<file path="src/rtl/box_dma_agu.sv">
module box_dma_agu #(
  parameter int AW = 32,
  parameter int LW = 16,
  parameter int CW = 16
) (
  input  logic          clk,
  input  logic          rst_n,
  input  logic          start,
  input  logic [AW-1:0] src_addr,
  input  logic [LW-1:0] src_len,
  input  logic [AW-1:0] src_stride,
  input  logic [CW-1:0] src_rows,
  input  logic          src_inc,
  input  logic          src_sg,
  input  logic [AW-1:0] dst_addr,
  input  logic [LW-1:0] dst_len,
  input  logic [AW-1:0] dst_stride,
  input  logic [CW-1:0] dst_rows,
  input  logic          dst_inc,
  input  logic          dst_sg,
  input  logic [CW-1:0] frames,
  output logic          busy,
  output logic          cfg_err,
  output logic          rd_valid,
  input  logic          rd_ready,
  output logic [AW-1:0] rd_addr,
  output logic [LW-1:0] rd_len,
  output logic          wr_valid,
  input  logic          wr_ready,
  output logic [AW-1:0] wr_addr,
  output logic [LW-1:0] wr_len,
  output logic          done
);
  localparam int PW = CW + LW;
  localparam int TW = PW + CW;

  logic          busy_q, err_q, done_q, rd_tk, wr_tk;
  logic          s_inc, d_inc;
  logic [LW-1:0] s_len, d_len, s_off, d_off;
  logic [AW-1:0] s_step, d_step, s_base, d_base;
  logic [TW-1:0] rem;

  logic [PW-1:0] s_tot, d_tot;
  logic          s_gap_bad, d_gap_bad, bad;
  assign s_tot     = PW'(src_rows) * PW'(src_len);
  assign d_tot     = PW'(dst_rows) * PW'(dst_len);
  assign s_gap_bad = src_inc && src_sg && (src_stride <= AW'(src_len));
  assign d_gap_bad = dst_inc && dst_sg && (dst_stride <= AW'(dst_len));
  assign bad = s_gap_bad || d_gap_bad || (s_tot != d_tot) ||
               (s_tot == '0) || (frames == '0);

  logic [LW-1:0] s_left, d_left, blen;
  logic          rd_go, wr_go, fire, last;
  assign s_left = s_len - s_off;
  assign d_left = d_len - d_off;
  assign blen   = (s_left < d_left) ? s_left : d_left;

  assign rd_valid = busy_q && !rd_tk;
  assign wr_valid = busy_q && !wr_tk;
  assign rd_go    = rd_tk || (rd_valid && rd_ready);
  assign wr_go    = wr_tk || (wr_valid && wr_ready);
  assign fire     = busy_q && rd_go && wr_go;
  assign last     = fire && (rem == TW'(blen));

  assign rd_addr = s_inc ? s_base + AW'(s_off) : s_base;
  assign wr_addr = d_inc ? d_base + AW'(d_off) : d_base;
  assign rd_len  = blen;
  assign wr_len  = blen;
  assign busy    = busy_q;
  assign cfg_err = err_q;
  assign done    = done_q;

  always_ff @(posedge clk) begin
    if (!rst_n) begin
      busy_q <= 1'b0; err_q <= 1'b0; done_q <= 1'b0;
      rd_tk  <= 1'b0; wr_tk <= 1'b0;
      s_inc  <= 1'b0; d_inc <= 1'b0;
      s_len  <= '0; d_len <= '0; s_off <= '0; d_off <= '0;
      s_step <= '0; d_step <= '0; s_base <= '0; d_base <= '0;
      rem    <= '0;
    end else begin
      done_q <= 1'b0;
      if (!busy_q && start) begin
        err_q  <= bad;
        busy_q <= !bad;
        rd_tk  <= 1'b0;
        wr_tk  <= 1'b0;
        s_inc  <= src_inc;
        d_inc  <= dst_inc;
        s_len  <= src_len;
        d_len  <= dst_len;
        s_off  <= '0;
        d_off  <= '0;
        s_step <= src_sg ? src_stride : AW'(src_len);
        d_step <= dst_sg ? dst_stride : AW'(dst_len);
        s_base <= src_addr;
        d_base <= dst_addr;
        rem    <= TW'(s_tot) * TW'(frames);
      end else if (fire) begin
        rd_tk <= 1'b0;
        wr_tk <= 1'b0;
        rem   <= rem - TW'(blen);
        if (blen == s_left) begin
          s_off <= '0;
          if (s_inc) s_base <= s_base + s_step;
        end else begin
          s_off <= s_off + blen;
        end
        if (blen == d_left) begin
          d_off <= '0;
          if (d_inc) d_base <= d_base + d_step;
        end else begin
          d_off <= d_off + blen;
        end
        if (last) begin
          busy_q <= 1'b0;
          done_q <= 1'b1;
        end
      end else begin
        if (rd_valid && rd_ready) rd_tk <= 1'b1;
        if (wr_valid && wr_ready) wr_tk <= 1'b1;
      end
    end
  end
endmodule

</file>
<file path="config.mk">
export PLATFORM = sky130hd
export DESIGN_NAME = box_dma_agu
export DESIGN_NICKNAME = d
export VERILOG_FILES = /design/src/rtl/box_dma_agu.sv
export SDC_FILE = /design/constraint.sdc
export NUM_CORES = 2
export LEC_CHECK = 0
export BUFFER_PORTS_ARGS = -buffer_cell sky130_fd_sc_hd__buf_2
export CORE_AREA = 5 5 373 375
export CTS_CLUSTER_DIAMETER = 30
export DETAILED_ROUTE_END_ITERATION = 10
export DIE_AREA = 0 0 378 380
export HOLD_SLACK_MARGIN = 0.03
export SLEW_MARGIN = 20
export SYNTH_ARGS = -nofsm -noshare
export SYNTH_HDL_FRONTEND = slang
export SYNTH_SLANG_ARGS = --single-unit
</file>
<file path="constraint.sdc">
create_clock -name clk -period 13.9 [get_ports clk]
set_clock_uncertainty 0.15 [all_clocks]
set_input_delay 2.085 -clock clk [delete_from_list [all_inputs] [get_ports clk]]
set_output_delay 2.085 -clock clk [all_outputs]
set_load 0.05 [all_outputs]
</file>
Word level (Yosys, flattened, before mapping) --
Cells that the tools add are included.
Operators by class: $add $sub $neg 9, $mul 3, $lt $le $gt $ge 3, equality and inequality tests 4, mux-type cells 21, bitwise gates (word level) 2, reductions and logical operators 36
Operators by type and width (number):
- $mux W32 | 12
- $mux W48 | 2
- $add A32 B16 Y32 | 2
- $add A32 B32 Y32 | 2
- $le A32 B16 Y1 | 2
- $mul A16 B16 Y32 | 2
- $eq A48 B16 Y1 | 1
- $mul A32 B16 Y48 | 1
- $mux W16 | 3
- $sub A48 B16 Y48 | 1
- $add A16 B16 Y16 | 2
- $eq A16 B16 Y1 | 2
- $logic_not A32 Y1 | 1
- $ne A32 B32 Y1 | 1
- $sub A16 B16 Y16 | 2
- $logic_not A16 Y1 | 1
- $lt A16 B16 Y1 | 1
- $logic_and A1 B1 Y1 | 12
- $reduce_bool A2 Y1 | 6
- $logic_or A1 B1 Y1 | 6
- $reduce_and A3 Y1 | 2
- $reduce_or A3 Y1 | 2
- $logic_not A1 Y1 | 4
- $mux W1 | 4
- other kinds (3) | 4
Storage, ports and cells: flip-flop bits (word level) 247, input bits 217, output and inout port bits 101, word-level logic and storage cells 94

Logic depth before layout (Yosys ltp) --
depth after elaboration 10, gate-level depth with buffers 50, mapped depth without buffers 45

Least setup slack after synthesis --
Ideal clock, no wire load.
kind input to register, from input src_len[7], to register rem[45], setup time 0.134 ns, arrival 13.565 ns, data required time 13.616 ns, setup slack 0.051 ns, stages 45, buffers on the path 5, cells stage by stage clkbuf_1 > clkbuf_1 > nand2_1 > fa_1 > inv_1 > fa_1 > inv_1 > fa_1 > inv_1 > fa_1 > fa_1 > inv_1 > fa_1 > inv_1 > ha_1 > clkbuf_1 > and4_1 > and2_1 > [9 not listed] > fa_1 > fa_1 > inv_1 > fa_1 > ha_1 > clkbuf_1 > a21o_1 > a21oi_1 > o211ai_1 > a211oi_1 > o21ai_0 > a41oi_1 > o21ai_0 > a21oi_1 > nor3_1 > a2111oi_0 > xor2_1 > o22ai_1
On the way: longest elaborated chain between the ends 3
RTL lines:
- from (decl) | line 10 | input logic [LW-1:0] src_len,
- $mul A16 B16 Y32 | line 45 | assign s_tot = PW'(src_rows) * PW'(src_len);
- $mul A32 B16 Y48 | line 98 | rem <= TW'(s_tot) * TW'(frames);
- $mux W48 | line 83 | if (!busy_q && start) begin
- to (signal assigned) | line 98
- to (signal assigned) | line 102 | rem <= rem - TW'(blen);
- to (decl) | line 41 | logic [TW-1:0] rem;
Every way passes these cells. A chain may end at the register's enable or synchronous reset.

Final worst setup path --
from input src_rows[6], to register rem[45]
On the way: longest elaborated chain between the ends 3
RTL lines:
- from (decl) | line 12 | input logic [CW-1:0] src_rows,
- $mul A16 B16 Y32 | line 45
- $mul A32 B16 Y48 | line 98
- $mux W48 | line 83
Every way passes these cells.

==> flow_summary.yaml <==
run_status:
  status: "complete, no violations"
final_layout:
  nNetsFinal: 8254
  area_delta_synth_final_pct: 12.1
  drive_above_1_share_pct: 10.1
critical_path:
  start_kind: "primary input"
  cp.arrival_ns: 13.47
  end_kind: "flop"
  path_max_fanout: 17
  cp.required_ns: 14.18
  critPathMostFrequentCell: "fa_1"
  slowest_delay_ns: 0.56
  slowest_stage: "fa_1"
  worstSetupPathType: "primary input to flop"
logic_synthesis:
  ys_ff_latch: 247
  avgSynthCellArea_sq_um: 8.37
  yosysMostFrequentCell: "inv_1"
  synth.top_cell.area_share_pct: 30.3
  synth_common_cells: "1088 x inv_1, 815 x fa_1, 759 x nand2_1, 545 x ha_1, 540 x and2_1"
  ys_seq_area_share_pct: 9.19
  synth-edff-count: 0
  ys_warn_count: 0
  synth_top_area_cell: "fa_1"
  syn_area_sq_um: 53800
  synth.area.top_cells: "fa_1 30%, ha_1 13%, dfxtp_1 9.2%"
  synthFlopType: "dfxtp_1"
  yosysUniqueCellTypes: 91
  syn-num-nets: 8004
  synth-async-reset-ratio_pct: 0
  synth_cells: 6427
floorplanning:
  die_area_sq_um: 144000
  fp.dieH_um: 380
  num_io_pins: 318
  core_area_sq_um: 135000
  start_util_pct: 39.9
  die-width_um: 378
  rows: 135
job:
  drv_cap: 0
global_route:
  grt_pass1_vias: 47600
  grtUsageTotal_pct: 24.0
  grt-ovfl-total: 0
  antenna_found_initial: 17
  grt_pass1_wl_mm: 272
  grt_max_degree: 81
sta:
  final_hold_viol_count: 0
  setup_viol: 0
  relSlewSlack_pct: 24.9
  finalCriticalPeriod_ns: 13.19
  slew_viol_final: 0
  min_period_over_period_pct: 94.9
  fmax_mhz: 75.8
  fin_tns_setup_ns: 0
  worst_pin_slew_ns: 1.12
  whs_ns: 0.304
hold_path:
  hold_path.class: "flop to flop"
clocking:
  htreeDepth: 3
  cts_buffers: 71
  cts_hold_buf: 0
  clk_pin_slew_worst_paths_ns: 0.04
  cts_sinks: 247
  clk_path_buf_depth: 3
  cts_tree: "done"
  cts_root_buf: "clkbuf_16"
  clock_latency_ns: 0.60
placement:
  io_buffers: 317
  dpl.hpwl_mm: 141
  gp_congestion: 0.895
detailed_routing:
  routed_wl_mm: 173
  vias: 45800
  firstDrtPassIters: 5
  wl_per_cell_um: 20.3
  ant_nets: 0
  drcViolationCount: 0
  via_per_inst: 5.38
  drt_iter0_drc: 2912
path summary, 6_finish.rpt:
path / start / end / slack (ns) / cells after the start
hold reg to reg: s_len[0]$_SDFFE_PN0P_ / s_len[0]$_SDFFE_PN0P_ / 0.30 / 2
hold / removal: s_len[0]$_SDFFE_PN0P_ / s_len[0]$_SDFFE_PN0P_ / 0.30 / 2
setup / recovery: src_rows[6] / rem[45]$_SDFFE_PN0P_ / 0.71 / 43
setup reg to reg: s_off[1]$_SDFFE_PP0P_ / rem[22]$_SDFFE_PN0P_ / 4.55 / 34
routing by layer:
layer	vias to the layer above	share of wire (%)	track usage (%)
li1	21200	-	-
met1	22800	42	31.2
met5	-	0.0046	0
met3	339	6.6	3.81
met2	1457	47	39.9
met4	2	4.5	9.51
cell usage in the layout, fill, tap and decap left out, types with 12 or more instances in the layout:
master	instances
a311oi_1	17
nor2_1	206
nor3_1	69
nor4_1	32
buf_2	317
a21boi_0	16
diode_2	12
and3_1	45
inv_1	1087
a22o_1	36
o21a_1	52
nand4_1	43
mux2i_1	53
a21o_1	101
dfxtp_1	247
xor2_1	100
a211o_1	13
xnor2_1	200
clkbuf_8	19
o211ai_1	25
a21oi_1	296
nand2_1	758
a31oi_1	25
a211oi_1	77
ha_1	545
a22oi_1	16
or3_1	32
fa_1	815
nand2b_1	53
buf_4	155
and2_1	540
o22ai_1	27
nand3_1	69
clkbuf_16	71
nor2b_1	53
o21ai_0	210
o31ai_1	13
or4_1	18
mux2_2	27
o21bai_1	28
state kept, by name, indices dropped and copies added (netlist names):
| register | flops |
|---|---|
| rd_tk | 1 |
| d_step | 32 |
| d_base | 32 |
| busy | 1 |
| s_off | 16 |
| s_base | 32 |
| done | 1 |
| d_off | 16 |
| cfg_err | 1 |
| s_step | 32 |
| d_inc | 1 |
| rem | 48 |
| s_len | 16 |
| wr_tk | 1 |
| s_inc | 1 |
| d_len | 16 |
area by class of cell:
type / instances / area (sq um)
Multi-Input combinational cell: 4792 / 43800
Antenna cell: 12 / 30.0
Tap cell: 1781 / 2230
Sequential cell: 247 / 4940
Fill cell: 13500 / 74600
Timing Repair Buffer: 476 / 2830
Clock inverter: 27 / 379
Clock buffer: 99 / 2070
Inverter: 1089 / 4090
worst max-delay path, delay by kind of cell:
kind | cells | cell delay (ns)
buffers and inverters | 9 | 1.12
adders and majority gates | 14 | 6.31
xor gates and xnor gates | 2 | 0.39
AOI/OAI and AO/OA | 15 | 3.22
and+or+nand+nor | 3 | 0.30
cell families (layout without fill, tap and decap cells):
logic type / after synthesis / in the layout / share of synthesized area (%)
xor gates and xnor gates: 314 / 314 / 5.18
buffers and inverters: 1388 / 1691 / 9.83
AOI/OAI and AO/OA: 1075 / 1075 / 13.1
muxes: 80 / 80 / 1.55
other: 0 / 12 / 0
and+or+nand+nor: 1963 / 1963 / 18.2
adders and majority gates: 1360 / 1360 / 43.0
DFF: 247 / 247 / 9.19
through the flow:
step,util [%],setup WS [ns],std cells,instance area [sq um]
after global routing,44.7,-0.0552,8518,60300
after global placement,42.8,-0.0130,8380,57800
after floorplan,-,0.0514,6427,53800
final,44.7,0.714,8523,60300
after CTS,44.6,0.545,8506,60200
after detailed placement,42.8,-0.0390,8380,57800
what timing repair did:
action                                  in CTS  in global routing
setup buffers                                0                  5
endpoints found under the setup margin       0                  9
resized for setup                            0                 11
endpoints found under the hold margin        0                  0
Power is left out: the tool's default activity adds up to more than one toggle a clock period on the data nets, which glitch-free logic cannot reach.
